===== config.mk =====
export PLATFORM = sky130hd
export DESIGN_NAME = switch_sum_display
export DESIGN_NICKNAME = d
export VERILOG_FILES = /design/src/rtl/sumdisp_pkg.sv /design/src/rtl/nib_seg_dec.sv /design/src/rtl/bin_to_bcd.sv /design/src/rtl/switch_sum_display.sv
export SDC_FILE = /design/constraint.sdc
export NUM_CORES = 1
export LEC_CHECK = 0
export ABC_CLOCK_PERIOD_IN_PS = 10600
export BUFFER_PORTS_ARGS = -buffer_cell sky130_fd_sc_hd__buf_2
export CORE_AREA = 2 2 70 85
export DETAILED_ROUTE_END_ITERATION = 8
export DIE_AREA = 0 0 72 87
export PLACE_DENSITY = 0.93
export SLEW_MARGIN = 20
export SYNTH_ARGS = -nofsm -noshare
export SYNTH_HDL_FRONTEND = slang
export SYNTH_SLANG_ARGS = --single-unit

===== constraint.sdc =====
create_clock -name vclk -period 10.6
set_input_delay 0.53 -clock vclk [all_inputs]
set_output_delay 0.53 -clock vclk [all_outputs]
set_load 0.01 [all_outputs]

===== src/rtl/sumdisp_pkg.sv =====
package sumdisp_pkg;
  localparam int SEG_W = 7;
  localparam int NIB_W = 4;
  typedef logic [SEG_W-1:0] seg_t;
  typedef logic [NIB_W-1:0] nib_t;
  // active-low, bit 0 = segment a
  localparam seg_t SEG_ZERO = 7'h40;
endpackage


===== src/rtl/nib_seg_dec.sv =====
module nib_seg_dec
  import sumdisp_pkg::*;
(
  input  nib_t val,
  output seg_t seg
);
  seg_t lit; // active-high, bit 0 = a

  always_comb begin
    unique case (val)
      4'h0: lit = 7'b0111111;
      4'h1: lit = 7'b0000110;
      4'h2: lit = 7'b1011011;
      4'h3: lit = 7'b1001111;
      4'h4: lit = 7'b1100110;
      4'h5: lit = 7'b1101101;
      4'h6: lit = 7'b1111101;
      4'h7: lit = 7'b0000111;
      4'h8: lit = 7'b1111111;
      4'h9: lit = 7'b1101111;
      4'hA: lit = 7'b1110111;
      4'hB: lit = 7'b1111100;
      4'hC: lit = 7'b0111001;
      4'hD: lit = 7'b1011110;
      4'hE: lit = 7'b1111001;
      default: lit = 7'b1110001;
    endcase
  end

  assign seg = ~lit;
endmodule


===== src/rtl/bin_to_bcd.sv =====
module bin_to_bcd #(
  parameter int IN_W   = 9,
  parameter int DIGITS = 4
) (
  input  logic [IN_W-1:0]       bin,
  output logic [DIGITS*4-1:0]   bcd
);
  localparam int BCD_W = DIGITS * 4;

  logic [BCD_W-1:0] acc;

  // shift-and-add-3, one pass per input bit, MSB first
  always_comb begin
    acc = '0;
    for (int i = IN_W - 1; i >= 0; i--) begin
      for (int d = 0; d < DIGITS; d++) begin
        if (acc[d*4 +: 4] >= 4'd5) acc[d*4 +: 4] = acc[d*4 +: 4] + 4'd3;
      end
      acc = {acc[BCD_W-2:0], bin[i]};
    end
  end

  assign bcd = acc;
endmodule


===== src/rtl/switch_sum_display.sv =====
module switch_sum_display
  import sumdisp_pkg::*;
#(
  parameter int OP_W       = 8,
  parameter int DEC_DIGITS = 4
) (
  input  logic [2*OP_W+1:0] sw,
  output logic [6:0]        seg_d7,
  output logic [6:0]        seg_d6,
  output logic [6:0]        seg_d5,
  output logic [6:0]        seg_d4,
  output logic [6:0]        seg_d3,
  output logic [6:0]        seg_d2,
  output logic [6:0]        seg_d1,
  output logic [6:0]        seg_d0
);
  localparam int SUM_W    = OP_W + 1;
  localparam int A_LSB    = OP_W + 1;
  localparam int HEX_DIGS = OP_W / NIB_W;

  logic [OP_W-1:0]         op_a;
  logic [OP_W-1:0]         op_b;
  logic [SUM_W-1:0]        sum;
  logic [DEC_DIGITS*4-1:0] bcd;
  seg_t                    hex_a [HEX_DIGS];
  seg_t                    hex_b [HEX_DIGS];
  seg_t                    dec   [DEC_DIGITS];

  assign op_a = sw[A_LSB +: OP_W];
  assign op_b = sw[0 +: OP_W];
  assign sum  = {1'b0, op_a} + {1'b0, op_b};

  genvar g;
  generate
    for (g = 0; g < HEX_DIGS; g++) begin : g_hex
      nib_seg_dec u_dec_a (.val(op_a[g*NIB_W +: NIB_W]), .seg(hex_a[g]));
      nib_seg_dec u_dec_b (.val(op_b[g*NIB_W +: NIB_W]), .seg(hex_b[g]));
    end
    for (g = 0; g < DEC_DIGITS; g++) begin : g_dec
      nib_seg_dec u_dec_s (.val(bcd[g*4 +: 4]), .seg(dec[g]));
    end
  endgenerate

  bin_to_bcd #(.IN_W(SUM_W), .DIGITS(DEC_DIGITS)) u_bcd (
    .bin (sum),
    .bcd (bcd)
  );

  assign seg_d7 = hex_a[1];
  assign seg_d6 = hex_a[0];
  assign seg_d5 = hex_b[1];
  assign seg_d4 = hex_b[0];
  assign seg_d3 = dec[3];
  assign seg_d2 = dec[2];
  assign seg_d1 = dec[1];
  assign seg_d0 = dec[0];
endmodule


==> implementation parameters, run 1 <==
Parameter                              Value

Logic synthesis
  Yosys cell types ... 80
  Fraction of synthesized cell area taken by the top area cell type ... around a quarter
  Mux cell area share after synthesis ... 16.53%
  Sequential element share of the synthesized area ... 0%
  Instance count of the mapped netlist ... between 300 and 400
  Cell accounting for the most synthesized area ... ha_1
  Synthesized-area fraction occupied by and/or/nand/nor cells ... 18.61%
  Syn Area/Cell ... slightly below 8 sq um
  Xor/xnor cell area share of the yosys netlist ... roughly 4.2%
  Combined area of all synthesized cells ... just over 3000 sq um
  Synth warnings ... 0
  Area fraction in compound gates after synthesis ... between 20% and 30%
  Area contributors post-synth ... ha_1, mux2i_1, inv_1
  Dominant combinational cell family by area after synthesis ... compound AO/OA/AOI/OAI gates
  Arithmetic-cell share of the synthesized area counting full adders, half adders and majority gates ... around 25%

Final layout
  Diodes inserted ... 0
  Final Util ... 61.07%
  Most common cell after layout, fill and taps aside ... buf_2
  Share of cells above drive strength 1 ... approximately 24%
  Post-synthesis to final-layout area growth ... 9.918%
  Sequential cell area ... 0 sq um
  Final-layout clock buffer total ... 0
  Commonest non-fill, non-tap cells in the layout ... buf_2, ha_1, inv_1
  Number of flip-flops and latches ... 0
  Layout Nets ... about 520

Route
  Wire length after detailed routing ... ~6400 microns
  Wire length per cell after detailed routing ... between 10 and 15 microns
  Detail-routed via count per cell ... between 5 and 6
  Number of iterations in the first detailed-routing pass ... 4
  Via total after detailed routing ... between 2000 and 3000
  Post-DRT Antenna Nets ... 0
  Initial DRC Count ... between 100 and 150
  Post-route DRC ... 0

Clock network
  Hold-fix buffers, CTS ... 0
  Count of instances resized after the clock tree is built ... 0
  Count of buffers added by post-CTS timing repair for setup ... 0

Worst hold path
  Origin of the worst min-delay path ... sw[2]
  Worst hold path type ... in -> out

GRT
  Congestion Overflow GR ... 0
  Total GRT Usage ... 19.43%
  Global-route wire length before repair ... 10740 microns
  Maximum number of pins on one net before global-route repair ... 16
  Initial antenna violation count ... 0
  Number of global-route vias before repair ... 2656

Die
  Row count ... 30
  Floorplan die width ... 72 microns
  Area of the core ... 5518 sq um
  Chip height ... ~87 microns
  Die outline area ... ~6300 sq um
  Initial standard-cell utilization of the core ... a little under three fifths
  Top-level I/O count ... 74

Timing
  Final critical path time including I/O delays and setup ... a little over 9 ns
  Hold violation total from the final report ... 0
  Setup repair after global routing missed its margin ... no
  Number of setup violations in the final report ... 0
  Final Slew Violations ... 0
  WHS ... 1.428 ns
  Max transition margin ... around 39%
  Timing-limited maximum frequency ... 0.1095 GHz
  Actual transition at the worst max-transition pin ... about 0.9 ns
  Share of the clock period used by the worst path ... a little under nine tenths
  Final TNS setup ... 0 ns

Critical path
  Critical setup path kind ... in -> out
  Data arrival time of the worst path ... ~8.6 ns
  Max stage delay cell, worst path ... a211oi_2
  Critical-path maximum fanout ... 7
  CP dominant cell by count ... ha_1
  Critical path's largest stage delay ... around 0.44 ns
  Crit path required time ... between 10 and 15 ns
  Startpoint Class ... primary input
  Setup crit start ... sw[0]
  Type of destination of the critical path ... output port

Status
  Result of the run ... completed

Place
  DP HPWL ... around 5300 microns
  I/O Buffers ... between 60 and 70
  Routability-driven placement congestion ratio ... 0.8323

Run
  Max Cap Viol ... 0
==> Yosys cell counts (6+ instances only) <==
cell type	count
inv_1	34
a21oi_1	18
buf_4	9
nand2b_1	9
mux2_2	7
o22ai_1	10
a22o_1	6
ha_1	60
clkbuf_1	6
xnor2_1	8
mux2i_1	26
nor2b_1	16
nand3_1	6
o21ai_0	16
nand2_1	20
nor2_1	26
==> final timing paths <==
check / end / slack, ns / depth (start not counted)
max: seg_d0[1] / 1.47 / 37
min: seg_d4[2] / 1.43 / 3
==> metrics by stage <==
| stage | std cells | setup slack (ns) | instance area, sq um |
|---|---|---|---|
| floorplan | 397 | 2.539 | 3084 |
| global placement | 507 | 1.801 | 3366 |
| detailed placement | 507 | 1.533 | 3366 |
| CTS | 507 | 1.516 | 3366 |
| global route | 507 | 0.8348 | 3369 |
| finish | 507 | 1.470 | 3369 |
==> layout make-up <==
cell class	instances	area, sq um
multi-input combinational	341	2818
fill	472	2148
timing repair buffer	67	340.3
inverter	35	131.4
tap	64	80.08
==> kinds of logic (layout without fill, tap and decap cells) <==
group | count (synthesis) | in the layout
compound gates | 110 | 110
simple gates | 106 | 106
fa+ha+maj | 62 | 62
buf+inv | 56 | 102
mux | 42 | 42
xor+xnor | 14 | 14
other cells | 2 | 7
==> critical path: cells and delay by family <==
kind	cells	cell delay (ns)
and+or+nand+nor	5	0.83
AOI/OAI and AO/OA	11	2.70
muxes	1	0.26
buffers and inverters	6	0.79
xor gates and xnor gates	6	1.52
adders and majority gates	8	1.97
==> routing by layer <==
metal	track usage (%)	vias up	routed length (microns)
met3	0.3472	6	151
li1	-	1514	-
met5	0	-	0
met1	22.53	1379	2768
met4	2.401	0	45
met2	39.81	65	3461
Power of run 1 is left out: the tool's default activity adds up to more than one toggle a clock period on the data nets, which glitch-free logic cannot reach.
==> run 2: changes to the inputs <==
--- a/config.mk
+++ b/config.mk
@@ -7,10 +7,12 @@
 export LEC_CHECK = 0
 export ABC_CLOCK_PERIOD_IN_PS = 10600
 export BUFFER_PORTS_ARGS = -buffer_cell sky130_fd_sc_hd__buf_2
-export CORE_AREA = 2 2 70 85
+export CELL_PAD_IN_SITES_DETAIL_PLACEMENT = 2
+export CELL_PAD_IN_SITES_GLOBAL_PLACEMENT = 2
+export CORE_AREA = 2 2 91 111
 export DETAILED_ROUTE_END_ITERATION = 8
-export DIE_AREA = 0 0 72 87
-export PLACE_DENSITY = 0.93
+export DIE_AREA = 0 0 93 113
+export PLACE_DENSITY = 0.95
 export SLEW_MARGIN = 20
 export SYNTH_ARGS = -nofsm -noshare
 export SYNTH_HDL_FRONTEND = slang
==> implementation parameters, run 2 (synthesized netlist as in run 1, its figures left out) <==
Parameter                              Value

Status
  Result of the run ... completed (unchanged)

Clock network
  Count of instances resized after the clock tree is built ... 0 (unchanged)
  Hold-fix buffers, CTS ... 0 (unchanged)
  Count of buffers added by post-CTS timing repair for setup ... 0 (unchanged)

Critical path
  Max stage delay cell, worst path ... a211oi_2 (unchanged)
  Type of destination of the critical path ... output port (unchanged)
  Critical-path maximum fanout ... 7 (unchanged)
  Data arrival time of the worst path ... 8.92 ns (was 8.60 ns)
  Critical setup path kind ... in -> out (unchanged)
  Cell class contributing the biggest share of worst-path delay ... compound AO/OA/AOI/OAI gates (unchanged)
  Crit path required time ... 10.07 ns (about the same)
  Startpoint Class ... primary input (unchanged)
  CP dominant cell by count ... ha_1 (unchanged)
  Critical path's largest stage delay ... 0.46 ns (was 0.44 ns)
  Crit path buf inv count ... 6 (unchanged)

Die
  Chip height ... 113 microns (was 87 microns)
  Top-level I/O count ... 74 (unchanged)
  Floorplan die width ... 93 microns (was 72 microns)
  Die outline area ... 10510 sq um (was 6264 sq um)
  Row count ... 39 (was 30)
  Initial standard-cell utilization of the core ... 32.72% (was 55.56%)
  Area of the core ... 9369 sq um (was 5518 sq um)

Place
  Routability-driven placement congestion ratio ... 0.7765 (was 0.8323)
  DP HPWL ... 7908 microns (was 5306 microns)
  I/O Buffers ... 65 (unchanged)

Worst hold path
  Worst hold path type ... in -> out (unchanged)

Timing
  Final TNS setup ... 0 ns (unchanged)
  Share of the clock period used by the worst path ... 89.13% (was 86.13%)
  Max transition margin ... 35.23% (was 38.62%)
  Timing-limited maximum frequency ... 0.1058 GHz (was 0.1095 GHz)
  Hold violation total from the final report ... 0 (unchanged)
  WHS ... 1.453 ns (was 1.428 ns)
  Setup repair after global routing missed its margin ... no (unchanged)
  Final critical path time including I/O delays and setup ... 9.448 ns (was 9.130 ns)
  Number of setup violations in the final report ... 0 (unchanged)
  Final Slew Violations ... 0 (unchanged)
  Actual transition at the worst max-transition pin ... 0.9716 ns (was 0.8951 ns)

Final layout
  Share of cells above drive strength 1 ... 24.55% (was 24.38%)
  Count of fill cells added during filler insertion ... 1137 (was 472)
  Commonest non-fill, non-tap cells in the layout ... buf_2, ha_1, inv_1 (unchanged)
  Final-layout clock buffer total ... 0 (unchanged)
  Number of flip-flops and latches ... 0 (unchanged)
  Sequential cell area ... 0 sq um (unchanged)
  Final Util ... 36.83% (was 61.07%)
  Most common cell after layout, fill and taps aside ... buf_2 (unchanged)
  Diodes inserted ... 0 (unchanged)
  Layout Nets ... 525 (was 524)
  Post-synthesis to final-layout area growth ... 12.57% (was 9.918%)

Route
  Via total after detailed routing ... 3038 (was 2964)
  Post-route DRC ... 0 (unchanged)
  Initial DRC Count ... 47 (was 118)
  Number of iterations in the first detailed-routing pass ... 4 (unchanged)
  Wire length after detailed routing ... 9209 microns (was 6426 microns)
  Detail-routed via count per cell ... 5.358 (was 5.846)
  Wire length per cell after detailed routing ... 16.24 microns (was 12.67 microns)
  Post-DRT Antenna Nets ... 0 (unchanged)

Run
  Max Cap Viol ... 0 (unchanged)

GRT
  Number of global-route vias before repair ... 3390 (was 2656)
  Maximum number of pins on one net before global-route repair ... 16 (unchanged)
  Global-route wire length before repair ... 15780 microns (was 10740 microns)
  Congestion Overflow GR ... 0 (unchanged)
  Total GRT Usage ... 17.23% (was 19.43%)
  Initial antenna violation count ... 0 (unchanged)
-- run 2: through the flow --
stage / setup slack (ns) / instance area [sq um] / instances
global route: 0.4439 / 3451 / 567
finish: 1.152 / 3451 / 567
CTS: 1.067 / 3447 / 567
floorplan: 2.539 / 3084 / 397
global placement: 1.668 / 3447 / 567
detailed placement: 1.064 / 3447 / 567
-- run 2: per-layer routing --
layer	part of all wire (%)	vias up	track usage (%)
met2	57	50	36.57
met4	0.52	0	1.373
met1	41	1478	19.29
met3	1.7	6	0.3329
met5	0	-	0
li1	-	1504	-
-- run 2: worst min-delay path, cell delays in order --
cell and delay, ns:
buf_2 0.13, a22o_1 0.14, buf_2 0.13
-- run 2: layout make-up --
type                       count  area (sq um)  area share [%]
timing repair buffer          68         347.8           10.08
tap                          123         153.9           4.460
inverter                      35         131.4           3.807
multi-input combinational    341          2818           81.65
-- run 2: worst paths after layout --
check,from,end,slack [ns],cells past startpoint
setup / recovery,sw[0],seg_d0[4],1.15,37
hold / removal,sw[2],seg_d4[2],1.45,3
Power of run 2 is left out for the same reason.
